**config.mk**
```make
export PLATFORM = sky130hd
export DESIGN_NAME = pci_perf_monitor
export DESIGN_NICKNAME = d
export VERILOG_FILES = /design/src/rtl/pcimon_pkg.sv /design/src/rtl/pcimon_bus_classifier.sv /design/src/rtl/pcimon_agent_events.sv /design/src/rtl/pcimon_sat_counter.sv /design/src/rtl/pci_perf_monitor.sv
export SDC_FILE = /design/constraint.sdc
export NUM_CORES = 1
export LEC_CHECK = 0
export BUFFER_PORTS_ARGS = -buffer_cell sky130_fd_sc_hd__buf_2
export CORE_AREA = 2 2 175 262
export DETAILED_ROUTE_END_ITERATION = 10
export DIE_AREA = 0 0 177 264
export PLACE_DENSITY = 0.73
export SYNTH_ARGS = -nofsm -noshare
export SYNTH_HDL_FRONTEND = slang
export SYNTH_SLANG_ARGS = --single-unit
```
**constraint.sdc**
```tcl
create_clock -name clk -period 2.3 [get_ports clk]
set_input_delay 0.23 -clock clk [delete_from_list [all_inputs] [get_ports clk]]
set_output_delay 0.23 -clock clk [all_outputs]
set_load 0.005 [all_outputs]
```
**src/rtl/pcimon_pkg.sv**
```systemverilog
// Package: shared counter map for the PCI performance monitor.
// Assumes a fixed layout of two bus-wide counters followed by three counters per agent.
package pcimon_pkg;

    localparam int IDX_IDLE  = 0;
    localparam int IDX_BUSY  = 1;
    localparam int BUS_CNTS  = 2;
    localparam int PER_AGENT = 3;
    localparam int OFS_ACQ   = 0;
    localparam int OFS_OWN   = 1;
    localparam int OFS_GNT   = 2;

    // Counter index of a given per-agent event.
    function automatic int agent_cnt_idx(input int agent, input int ofs);
        return BUS_CNTS + PER_AGENT * agent + ofs;
    endfunction

endpackage

```
**src/rtl/pcimon_bus_classifier.sv**
```systemverilog
// Module: pcimon_bus_classifier
// Classifies each bus clock as idle, overhead or data, and tracks which agent owns the bus.
// Assumes a master starts its transaction on the clock after it saw its grant and an idle bus.
// When several grants were low, the lowest index is taken as owner.
module pcimon_bus_classifier #(
    parameter int NUM_AGENTS = 4,
    parameter int AGT_W      = 2
) (
    input  logic                  clk,
    input  logic                  rst_n,
    input  logic                  frame_n,
    input  logic                  irdy_n,
    input  logic                  trdy_n,
    input  logic [NUM_AGENTS-1:0] gnt_n,
    output logic                  idle_evt,
    output logic                  data_evt,
    output logic                  own_vld,
    output logic [AGT_W-1:0]      own_idx
);

    logic                  bus_active;
    logic                  txn_start;
    logic                  prev_active_q;
    logic [NUM_AGENTS-1:0] gnt_prev_q;
    logic                  own_vld_q;
    logic [AGT_W-1:0]      own_idx_q;
    logic                  pend_any;
    logic [AGT_W-1:0]      pend_idx;

    assign bus_active = !frame_n || !irdy_n;
    assign txn_start  = bus_active && !prev_active_q;
    assign idle_evt   = !bus_active;
    assign data_evt   = !irdy_n && !trdy_n;

    // Purpose: pick the lowest-numbered agent whose grant was low on the previous clock.
    always_comb begin
        pend_any = 1'b0;
        pend_idx = '0;
        for (int a = NUM_AGENTS - 1; a >= 0; a--) begin
            if (!gnt_prev_q[a]) begin
                pend_any = 1'b1;
                pend_idx = AGT_W'(a);
            end
        end
    end

    // Purpose: the owner is chosen at a transaction start and kept while the bus stays active.
    always_comb begin
        own_vld = bus_active && (txn_start ? pend_any : own_vld_q);
        own_idx = txn_start ? pend_idx : own_idx_q;
    end

    // Purpose: remember last clock's bus activity and grants, and latch the owner at a start.
    always_ff @(posedge clk) begin
        if (!rst_n) begin
            prev_active_q <= 1'b0;
            gnt_prev_q    <= '1;
            own_vld_q     <= 1'b0;
            own_idx_q     <= '0;
        end else begin
            prev_active_q <= bus_active;
            gnt_prev_q    <= gnt_n;
            if (txn_start) begin
                own_vld_q <= pend_any;
                own_idx_q <= pend_idx;
            end
        end
    end

endmodule

```
**src/rtl/pcimon_agent_events.sv**
```systemverilog
// Module: pcimon_agent_events
// Produces the acquisition, ownership and grant events of every agent.
// Assumes the owner indication from the classifier is valid on the current clock.
module pcimon_agent_events #(
    parameter int NUM_AGENTS = 4,
    parameter int AGT_W      = 2
) (
    input  logic                  clk,
    input  logic                  rst_n,
    input  logic [NUM_AGENTS-1:0] req_n,
    input  logic [NUM_AGENTS-1:0] gnt_n,
    input  logic                  own_vld,
    input  logic [AGT_W-1:0]      own_idx,
    output logic [NUM_AGENTS-1:0] acq_evt,
    output logic [NUM_AGENTS-1:0] own_evt,
    output logic [NUM_AGENTS-1:0] grant_evt
);

    logic [NUM_AGENTS-1:0] gnt_last_q;

    // Purpose: hold each grant line's previous level for edge detection.
    always_ff @(posedge clk) begin
        if (!rst_n) begin
            gnt_last_q <= '1;
        end else begin
            gnt_last_q <= gnt_n;
        end
    end

    for (genvar a = 0; a < NUM_AGENTS; a++) begin : g_agent
        // Ownership: this agent is the current owner.
        assign own_evt[a]   = own_vld && (own_idx == AGT_W'(a));
        // Acquisition: request pending without ownership.
        assign acq_evt[a]   = !req_n[a] && !own_evt[a];
        // Grant: high-to-low edge of the grant line.
        assign grant_evt[a] = gnt_last_q[a] && !gnt_n[a];
    end

endmodule

```
**src/rtl/pcimon_sat_counter.sv**
```systemverilog
// Module: pcimon_sat_counter
// A single event counter that saturates at all ones, with synchronous clear taking priority.
// Assumes the event input is valid for the current clock.
module pcimon_sat_counter #(
    parameter int W = 32
) (
    input  logic         clk,
    input  logic         rst_n,
    input  logic         en,
    input  logic         clr,
    input  logic         inc,
    output logic [W-1:0] count
);

    localparam logic [W-1:0] MAX_VAL = '1;

    // Purpose: count enabled events, stop at the maximum, clear on request.
    always_ff @(posedge clk) begin
        if (!rst_n) begin
            count <= '0;
        end else if (clr) begin
            count <= '0;
        end else if (en && inc && (count != MAX_VAL)) begin
            count <= count + 1'b1;
        end
    end

endmodule

```
**src/rtl/pci_perf_monitor.sv**
```systemverilog
// Module: pci_perf_monitor (top)
// PCI bus performance event monitor. It reports bus idle and busy cycles, and per-agent
// acquisition, ownership and grant counts, through an indexed read port.
// Assumes agent 0 is the local agent and external master i is agent i+1.
module pci_perf_monitor
    import pcimon_pkg::*;
#(
    parameter  int NUM_EXT    = 3,
    parameter  int CNT_W      = 32,
    localparam int NUM_AGENTS = NUM_EXT + 1,
    localparam int NUM_CNT    = BUS_CNTS + PER_AGENT * NUM_AGENTS,
    localparam int IDX_W      = $clog2(NUM_CNT + 1),
    localparam int AGT_W      = (NUM_AGENTS > 1) ? $clog2(NUM_AGENTS) : 1
) (
    input  logic               clk,
    input  logic               rst_n,
    input  logic               mon_en,
    input  logic               cnt_clr,
    input  logic               frame_n,
    input  logic               irdy_n,
    input  logic               trdy_n,
    input  logic               loc_req_n,
    input  logic               loc_gnt_n,
    input  logic [NUM_EXT-1:0] ext_req_n,
    input  logic [NUM_EXT-1:0] ext_gnt_n,
    input  logic [IDX_W-1:0]   rd_idx,
    output logic [CNT_W-1:0]   rd_data
);

    logic [NUM_AGENTS-1:0] agt_req_n;
    logic [NUM_AGENTS-1:0] agt_gnt_n;
    logic                  idle_evt;
    logic                  data_evt;
    logic                  own_vld;
    logic [AGT_W-1:0]      own_idx;
    logic [NUM_AGENTS-1:0] acq_evt;
    logic [NUM_AGENTS-1:0] own_evt;
    logic [NUM_AGENTS-1:0] grant_evt;
    logic [NUM_CNT-1:0]    cnt_inc;
    logic [CNT_W-1:0]      cnt [NUM_CNT];

    assign agt_req_n = {ext_req_n, loc_req_n};
    assign agt_gnt_n = {ext_gnt_n, loc_gnt_n};

    pcimon_bus_classifier #(
        .NUM_AGENTS (NUM_AGENTS),
        .AGT_W      (AGT_W)
    ) u_classifier (
        .clk      (clk),
        .rst_n    (rst_n),
        .frame_n  (frame_n),
        .irdy_n   (irdy_n),
        .trdy_n   (trdy_n),
        .gnt_n    (agt_gnt_n),
        .idle_evt (idle_evt),
        .data_evt (data_evt),
        .own_vld  (own_vld),
        .own_idx  (own_idx)
    );

    pcimon_agent_events #(
        .NUM_AGENTS (NUM_AGENTS),
        .AGT_W      (AGT_W)
    ) u_agents (
        .clk       (clk),
        .rst_n     (rst_n),
        .req_n     (agt_req_n),
        .gnt_n     (agt_gnt_n),
        .own_vld   (own_vld),
        .own_idx   (own_idx),
        .acq_evt   (acq_evt),
        .own_evt   (own_evt),
        .grant_evt (grant_evt)
    );

    assign cnt_inc[IDX_IDLE] = idle_evt;
    assign cnt_inc[IDX_BUSY] = data_evt;

    for (genvar a = 0; a < NUM_AGENTS; a++) begin : g_map
        assign cnt_inc[agent_cnt_idx(a, OFS_ACQ)] = acq_evt[a];
        assign cnt_inc[agent_cnt_idx(a, OFS_OWN)] = own_evt[a];
        assign cnt_inc[agent_cnt_idx(a, OFS_GNT)] = grant_evt[a];
    end

    for (genvar k = 0; k < NUM_CNT; k++) begin : g_cnt
        pcimon_sat_counter #(
            .W (CNT_W)
        ) u_cnt (
            .clk   (clk),
            .rst_n (rst_n),
            .en    (mon_en),
            .clr   (cnt_clr),
            .inc   (cnt_inc[k]),
            .count (cnt[k])
        );
    end

    // Purpose: indexed read, returning zero beyond the last counter.
    always_comb begin
        rd_data = '0;
        for (int k = 0; k < NUM_CNT; k++) begin
            if (int'(rd_idx) == k) begin
                rd_data = cnt[k];
            end
        end
    end

endmodule

```
Word-level counts from Yosys, hierarchy flattened
Index checks and enable logic that the tools add are counted.
W data, S select, Z words.
- input bits: 19
- output and inout bits: 32
- register bits: 456
- word-level logic and storage cells: 151
- muxes and demuxes: 24
- bitwise logic cells: 1
- reductions and logical operators: 64
- $add $sub $neg: 14
- eq/ne operators: 30
- operators with widths (cell ; count):
    $add A32 B1 Y32 const B ; 14
    $mux W32 ; 14
    $ne A32 B32 Y1 const B ; 14
    $logic_and A1 B1 Y1 ; 43
    $eq A4 B4 Y1 const B ; 8
    $logic_not A1 Y1 ; 17
    $eq A4 B3 Y1 const B ; 4
    $mux W2 ; 5
    $mux W1 ; 5
    $eq A2 B2 Y1 const B ; 2
    $eq A4 B2 Y1 const B ; 1
    $logic_not A4 Y1 ; 1
    $eq A2 B1 Y1 const B ; 1
    $logic_not A2 Y1 ; 1
    $reduce_or A2 Y1 ; 1
    $logic_or A1 B1 Y1 ; 1
    $not A1 Y1 ; 1

Depth between registers and ports, before layout
Gate-level depths: netlist (run 1).
- word-level depth: 15
- mapped depth: 9
- mapped depth without buffers: 7

By module
Synthesis (run 1) repeated with hierarchy kept, for this count alone.
- cell total of the unflattened synthesis: 3634
- area, all modules: 28643.7 µm²
- by module, submodules not included (module ; instances ; seq. area each (µm²) ; area each (µm²) ; cells each):
    pcimon_sat_counter ; 14 ; 640.6 ; 1689.1 ; 205
    pci_perf_monitor ; 1 ; 0.0 ; 4504.3 ; 710
    pcimon_bus_classifier ; 1 ; 160.2 ; 304.0 ; 34
    pcimon_agent_events ; 1 ; 80.1 ; 187.7 ; 20

Worst setup path before layout (run 1)
No wires, ideal clock.
- path type: reg-to-reg
- start point: register g_cnt[0].u_cnt.count[0]
- end point: register g_cnt[0].u_cnt.count[16]
- buffers on the path: 2
- path slack: 135 ps
- clock period less this slack: 2165 ps
- setup time: 128 ps
- stages on the path, launching flop included: 10
- arrival: 2038 ps
- data required time: 2172 ps
- cells stage by stage: dfxtp_1 > ha_1 > nand3_1 > or3_1 > clkbuf_1 > a31o_2 > buf_2 > nor3_1 > xnor2_1 > nor2_1
- cells in the longest elaborated chain, start to end: 2
- elaborated cells on any way between the ends: 3
- classes of those cells: add/sub: 1; eq/ne: 1; reduce/logical: 1
- RTL lines (what ; line ; RTL):
    start, declared ; pcimon_sat_counter.sv:12 ; output logic [W-1:0] count
    start signal, assigned ; pcimon_sat_counter.sv:24 ; count <= count + 1'b1;
    parallel branches: the longest is 2 deep, another holds $add A32 B1 Y32 ; - ;
Parallel ways; which one is timed is not known.
A chain may end at the register's enable or synchronous reset.

Worst setup path after layout (run 1)
- start point: register g_cnt[2].u_cnt.count[14]
- end point: output rd_data[14]
- cells in the longest elaborated chain, start to end: 12
- RTL lines (what ; line ; RTL):
    start, declared ; pcimon_sat_counter.sv:12 ;
    start signal, assigned ; pcimon_sat_counter.sv:24 ;
    $mux W32 (12 in series) ; pci_perf_monitor.sv:102 ; if (int'(rd_idx) == k) begin
    end, declared ; pci_perf_monitor.sv:27 ; output logic [CNT_W-1:0] rd_data
No other way between the ends.

==> results of run 1 <==
-- state kept, by name (all words and copies together) (netlist names) --
name and count:
g_cnt.u_cnt.count 448, u_classifier.own_vld_q 1, u_classifier.own_idx_q 2, u_classifier.prev_active_q 1
u_agents.gnt_last_q 4
-- power groups by stage --
stage / registers (mW) / clock network (mW) / logic, mW
6_report: 7.88 / 7.77 / 1.31
5_1_grt: 7.88 / 8.10 / 1.34
4_1_cts: 7.89 / 7.77 / 1.20
3_5_place_dp: 8.10 / 0 / 1.13
3_3_place_gp: 8.10 / 0 / 1.11
2_1_floorplan: 8.10 / 0 / 0.534
-- placed cells by master, fill, tap and decap left out, types with 22 or more instances in the layout --
cell type and n:
o21ai_0 84, nor2_1 440, nand4_1 174, or3_1 57
clkbuf_16 46, xor2_1 226, dfxtp_2 58, xnor2_1 132
and2_1 33, nor4_1 48, inv_1 43, nor3_1 73
nand2_1 215, and4_1 58, nand3_1 241, buf_2 48
dfxtp_4 41, o211ai_1 23, buf_4 490, buf_12 24
dfxtp_1 357, a22oi_1 48, a21oi_1 87, and3_1 65
nand2b_1 22
-- area by class of cell --
type                    instances  area (µm²)
flip-flops and latches        456        9360
well taps                     582         728
multi-input cells            2479       16800
inverters                      45         169
fillers                      3359       11300
clock inverters                19         225
repair buffers                590        4700
diodes                          1        2.50
clock buffers                  62        1290
-- stage by stage --
stage | instance area [µm²] | power [mW] | setup slack [ps]
global placement | 29900 | 9.21 | -320
global route | 33300 | 17.3 | -453
finish | 33300 | 17.0 | -352
detailed placement | 29900 | 9.23 | -346
CTS | 32600 | 16.9 | -327
floorplan | 25500 | 8.64 | 135
-- critical path, cell delays in order (launching register included) --
cell and delay (ps):
dfxtp_4 360, o21a_1 190, a221o_1 280, o211ai_1 180, o211ai_1 180, a222oi_1 290
o21ai_1 160, buf_2 160
-- kinds of logic (layout without fill, tap and decap cells) --
logic type | Yosys count | count (layout) | synth area share
AND/OR/NAND/NOR | 1585 | 1585 | 0.325
buffers and inverters | 197 | 716 | 0.0306
flip-flops | 456 | 456 | 0.358
other | 0 | 1 | 0
AO/OA/AOI/OAI | 467 | 467 | 0.130
adder cells (fa/ha/maj) | 14 | 14 | 0.00688
multiplexers | 55 | 55 | 0.0258
XOR/XNOR | 358 | 358 | 0.123
-- worst paths after layout --
check | start | endpoint | slack, ps | cells after the start
max reg2reg | u_agents.gnt_last_q[0]$_SDFF_PN1_ | g_cnt[11].u_cnt.count[2]$_SDFFE_PP0P_ | 30 | 11
min reg2reg | g_cnt[10].u_cnt.count[1]$_SDFFE_PP0P_ | g_cnt[10].u_cnt.count[1]$_SDFFE_PP0P_ | 510 | 2
min | loc_req_n | g_cnt[2].u_cnt.count[1]$_SDFFE_PP0P_ | 30 | 3
max | g_cnt[2].u_cnt.count[14]$_SDFFE_PP0P_ | rd_data[14] | -350 | 7
-- per-layer routing --
metal,vias up,track usage,wire length [µm]
met5,-,0,12
met4,2,0.442,13000
met3,576,0.0943,8760
met2,1485,0.773,51700
met1,13200,0.450,35300
li1,12400,-,-
-- repair_timing --
action                                  4_1_cts  5_1_grt
hold endpoints to repair                      7        0
buffers inserted                             35       26
hold buffers                                  6        0
endpoints found under the setup margin       41      137
resized for setup                           259      134
pin swaps                                    71       53
==> run metrics, run 1 <==
outcome=finished with violations; violated checks=setup timing; maxcap violations=0; WL per Instance=25.7 µm; area of the die=0.0467 mm²; worst-path fanout max=2; NetSw=4.21 mW; Startpoint Class=flop; minimum clock period=2650 ps; Max VDD drop=0.000542 V; Synth top cells by count=456 x dfxtp_1, 448 x nor2_1, 247 x nand3_1; initial antenna violation count=3; Final Worst Setup Slack=-352 ps; vias in the first global route=27.1k; Leakage=11.7 nW; sequential area share after synthesis=0.358; Top FF cell, synth=dfxtp_1; fmax=377 MHz; crit end category=primary output; pin count of the biggest net entering global routing=78; CTS Buffer Depth=3; Top Ports=51; Hold Vio Cnt, Final=0; Placed Cells=4105; first-pass GRT wire length=161000 µm; fin util=0.746; critical path type=reg -> out; DRT Wirelength=109000 µm; Synth area leader=dfxtp_1; ys async rst share=0; final worst path period share=1.15; internal power=12.7 mW; combinational group share of total power=0.077; Final Setup Violations=27; row count=95; RSZ-0062 raised after global routing=true; Post-Synthesis Cell Area=0.0255 mm²; Pre-Repair DR Iteration Count=9; Synth Register Bits=456; Worst Tran Pin Value=752 ps; Die Wd=177 µm; layout cell share with drive strength beyond 1=0.270; Synth top area share=0.358; GP Congestion=1.10; CTS tree=yes; Final Non-Filler Cells=4234; initial core utilization=0.572; Min Hold Slack=26.6 ps; DRC viols=0; Worst Clk Skew=45.6 ps; synth top area cells=dfxtp_1 36%, xor2_1 7.8%, nor2_1 6.6%, nand3_1 4.9%, xnor2_1 4.5%; synthesis-to-layout area growth=30.6%; port bufs=50; Post-synth EDFFs=0; most frequent cell after synthesis=dfxtp_1; worst hold path type=in -> reg; pwr dens=510 mW/mm²; Sequential Power Share=0.465; post-detail-place hpwl=83600 µm; Clock Pin Slew Worst Setup and Hold Paths=60 ps; root buffer cell=clkbuf_16; Tot GR Track Use=0.454; Avg Inst Size Synth=8.13 µm²; clk sinks=456; clock share of power=0.458; Vias=27.7k; Die H=264 µm; Yosys warning total=0; DR vias/cell=6.54; clk_lat worst skew=610 ps; Layout Nets=3650; core area=0.0446 mm²; total negative slack=-3140 ps; drt first-iter violations=2685; Post-Synthesis Cells=3132; CP arrival=2420 ps; Sw Ratio=0.248; Final ANT Viol Nets=0; CTS buffer count=45; H-tree depth=2; syn_nets=3165; post-synthesis cell type count=97; grt ovf=0; headroom to the max-slew limit=0.498; critical path data required time=2070 ps; Final Max Slew Viols=0
(Power assumes the default switching activity.)
==> run 2: changes to the inputs <==
==> constraint.sdc (replaced) <==
create_clock -name clk -period 2.2 [get_ports clk]
set_input_delay 0.22 -clock clk [delete_from_list [all_inputs] [get_ports clk]]
set_output_delay 0.22 -clock clk [all_outputs]
set_load 0.005 [all_outputs]
==> run metrics, run 2 (synthesized netlist as in run 1, its figures left out) <==
pin count of the biggest net entering global routing=76 (-2.6%); Biggest register=g_cnt.u_cnt.count; hold depth=3 (unchanged); RR Startpoint=u_classifier.prev_active_q$_SDFF_PN0_; DRT Wirelength=109000 µm (-0.19%); GP Congestion=1.10 (+0.46%); Die Wd=177 µm (unchanged); total negative slack=-5200 ps (-2060 ps); Pre-Repair DR Iteration Count=6 (-3); port bufs=50 (unchanged); drt first-iter violations=2757 (+2.7%); Min Hold Slack=-2.39 ps (-29.0 ps); Hold Vio Cnt, Final=1 (+1); combinational group share of total power=0.079 (+0.002); layout cell share with drive strength beyond 1=0.289 (+0.0191); post-detail-place hpwl=83000 µm (-0.75%); initial antenna violation count=2 (-1); Tot GR Track Use=0.448 (-0.00653); Final Worst Setup Slack=-574 ps (-223 ps); min-delay src=loc_req_n; CTS buffer count=47 (+4.4%); pwr dens=521 mW/mm² (+2.2%); clk_lat worst skew=580 ps (-30 ps); Vias=28.3k (+2.2%); maxcap violations=0 (unchanged); CP bufs+invs=2 (+1); Filler cells=3297 (-1.8%); reg-to-reg slack, setup=-10 ps (-40 ps); Leakage=12.1 nW (+3.5%); multi-input gate area in the final layout=0.0171 mm² (+1.9%); Final ANT Viol Nets=0 (unchanged); worst-path fanout max=2 (unchanged); root buffer cell=clkbuf_16; CP max stage delay=590 ps (+230 ps); fmax=360 MHz; initial core utilization=0.572 (unchanged); first-pass GRT wire length=159000 µm (-0.99%); crit end category=primary output; RSZ-0062 raised after global routing=true; Clock Pin Slew Worst Setup and Hold Paths=60 ps (about the same); commonest non-fill, non-tap cells in the layout=549 x buf_4, 441 x nor2_1, 365 x dfxtp_1; Top Ports=51 (unchanged); critical path type=reg -> out; DRC viols=0 (unchanged); critical path data required time=1980 ps (-90 ps); Sw Ratio=0.245 (-0.00338); H-tree depth=2 (unchanged); clk sinks=456 (unchanged); minimum clock period=2770 ps; row count=95 (unchanged); WL per Instance=25.2 µm (-1.8%); worst hold path type=in -> reg; synthesis-to-layout area growth=33.5%; placed inst area=0.0303 mm² (+1.4%); Die H=264 µm (unchanged); Layout Nets=3718 (+1.9%); outcome=finished with violations; Worst Reg-to-Reg Cells=7 (-4); vias in the first global route=27.2k (+0.40%); violated checks=hold timing, setup timing; most common cell after layout, fill and taps aside=buf_4; Final Non-Filler Cells=4304 (+1.7%); internal power=13.4 mW (+5.0%); Final Max Slew Viols=0 (unchanged); R2R Path End=g_cnt[12].u_cnt.count[20]$_SDFFE_PP0P_; headroom to the max-slew limit=0.546 (+0.0483); NetSw=4.34 mW (+3.1%); CTS Buffer Depth=3 (unchanged); CTS tree=yes; Storage cell area=0.00932 mm² (-0.35%); Worst Clk Skew=20.4 ps (-25.2 ps); end of the worst hold path=g_cnt[2].u_cnt.count[1]$_SDFFE_PP0P_; Startpoint Class=flop; worst-path cell with the longest stage delay=a222oi_1; Sequential Power Share=0.466 (about the same); CP Cell Sequence=a22o_4 > a222oi_1 > buf_4 > a31oi_4 > a221o_1 > buf_2; max reg flops=448 (unchanged); post-route cell area=0.0340 mm² (+2.2%); CP arrival=2550 ps (+130 ps); clock share of power=0.455 (-0.003); Worst path depth=6 (-1); Max VDD drop=0.000757 V (+40%); grt ovf=0 (unchanged); Worst Tran Pin Value=681 ps (-70.9 ps); Final Setup Violations=28 (+3.7%); final worst path period share=1.26; area of the die=0.0467 mm² (unchanged); core area=0.0446 mm² (unchanged); cell family with most CP delay=compound AO/OA/AOI/OAI gates; Placed Cells=4174 (+1.7%); biggest regs=g_cnt.u_cnt.count: 448 flops, u_agents.gnt_last_q: 4 flops, u_classifier.own_idx_q: 2 flops; DR vias/cell=6.57 (+0.58%)
## run 2: changes by cell type in the layout (fill, tap and decap cells not counted), sizes merged, moves of 2 or more
cell,previous run,this run
diode,1,4
buf,583,649
clkinv,11,8
clkbuf,63,68
clkinvlp,3,1
## run 2: final cells by class
type / instances / area share
multi-input cells: 2479 / 0.503
flip-flops and latches: 456 / 0.274
repair buffers: 656 / 0.152
clock buffers: 68 / 0.0398
well taps: 582 / 0.0214
inverters: 45 / 0.00497
clock inverters: 14 / 0.00456
diodes: 4 / 0.000294
## run 2: how the worst max path moves through the flow
| stage | startpoint | to | slack, ps |
|---|---|---|---|
| after floorplan | g_cnt[0].u_cnt.count[0]$_SDFFE_PP0P_ | g_cnt[0].u_cnt.count[16]$_SDFFE_PP0P_ | 30 |
| after global placement | rd_idx[2] | rd_data[24] | -440 |
| after detailed placement | rd_idx[2] | rd_data[24] | -470 |
| after CTS | g_cnt[4].u_cnt.count[26]$_SDFFE_PP0P_ | rd_data[26] | -490 |
| after global routing | g_cnt[4].u_cnt.count[26]$_SDFFE_PP0P_ | rd_data[26] | -550 |
| final | g_cnt[4].u_cnt.count[26]$_SDFFE_PP0P_ | rd_data[26] | -570 |
## run 2: worst reg2reg max path: cells and delay by family, from the launching register on
family	cells	cell delay, ps
buf+inv	1	140
mux	1	510
compound gates	1	140
simple gates	4	980
flops	1	390
## run 2: power groups by stage
stage | clock (mW) | sequential [mW] | combinational (mW)
final | 8.07 | 8.25 | 1.40
after global routing | 8.44 | 8.25 | 1.43
after floorplan | 0 | 8.47 | 0.558
after global placement | 0 | 8.47 | 1.15
after CTS | 8.12 | 8.26 | 1.26
after detailed placement | 0 | 8.47 | 1.17
## run 2: stage by stage
step	hold slack (ps)	setup WS (ps)	total power, mW	utilization
floorplan	293	34.8	9.03	-
detailed placement	457	-473	9.64	0.679
global route	22.6	-553	18.1	0.763
global placement	442	-445	9.63	0.679
CTS	10.9	-494	17.6	0.742
finish	-2.39	-574	17.7	0.763
## run 2: metal layers
| metal | vias to the layer above | track usage | part of all wire |
|---|---|---|---|
| met1 | 13500 | 0.458 | 0.33 |
| met2 | 1574 | 0.741 | 0.47 |
| met5 | - | 0 | 0 |
| met3 | 592 | 0.0825 | 0.077 |
| li1 | 12600 | - | - |
| met4 | 0 | 0.461 | 0.13 |
## run 2: what timing repair did
action / 4_1_cts / 5_1_grt
cloned: 0 / 1
resized for setup: 276 / 165
setup endpoints to repair: 89 / 179
hold endpoints to repair: 5 / 0
hold buffers: 7 / 0
pin swaps: 89 / 77
setup buffers: 31 / 32
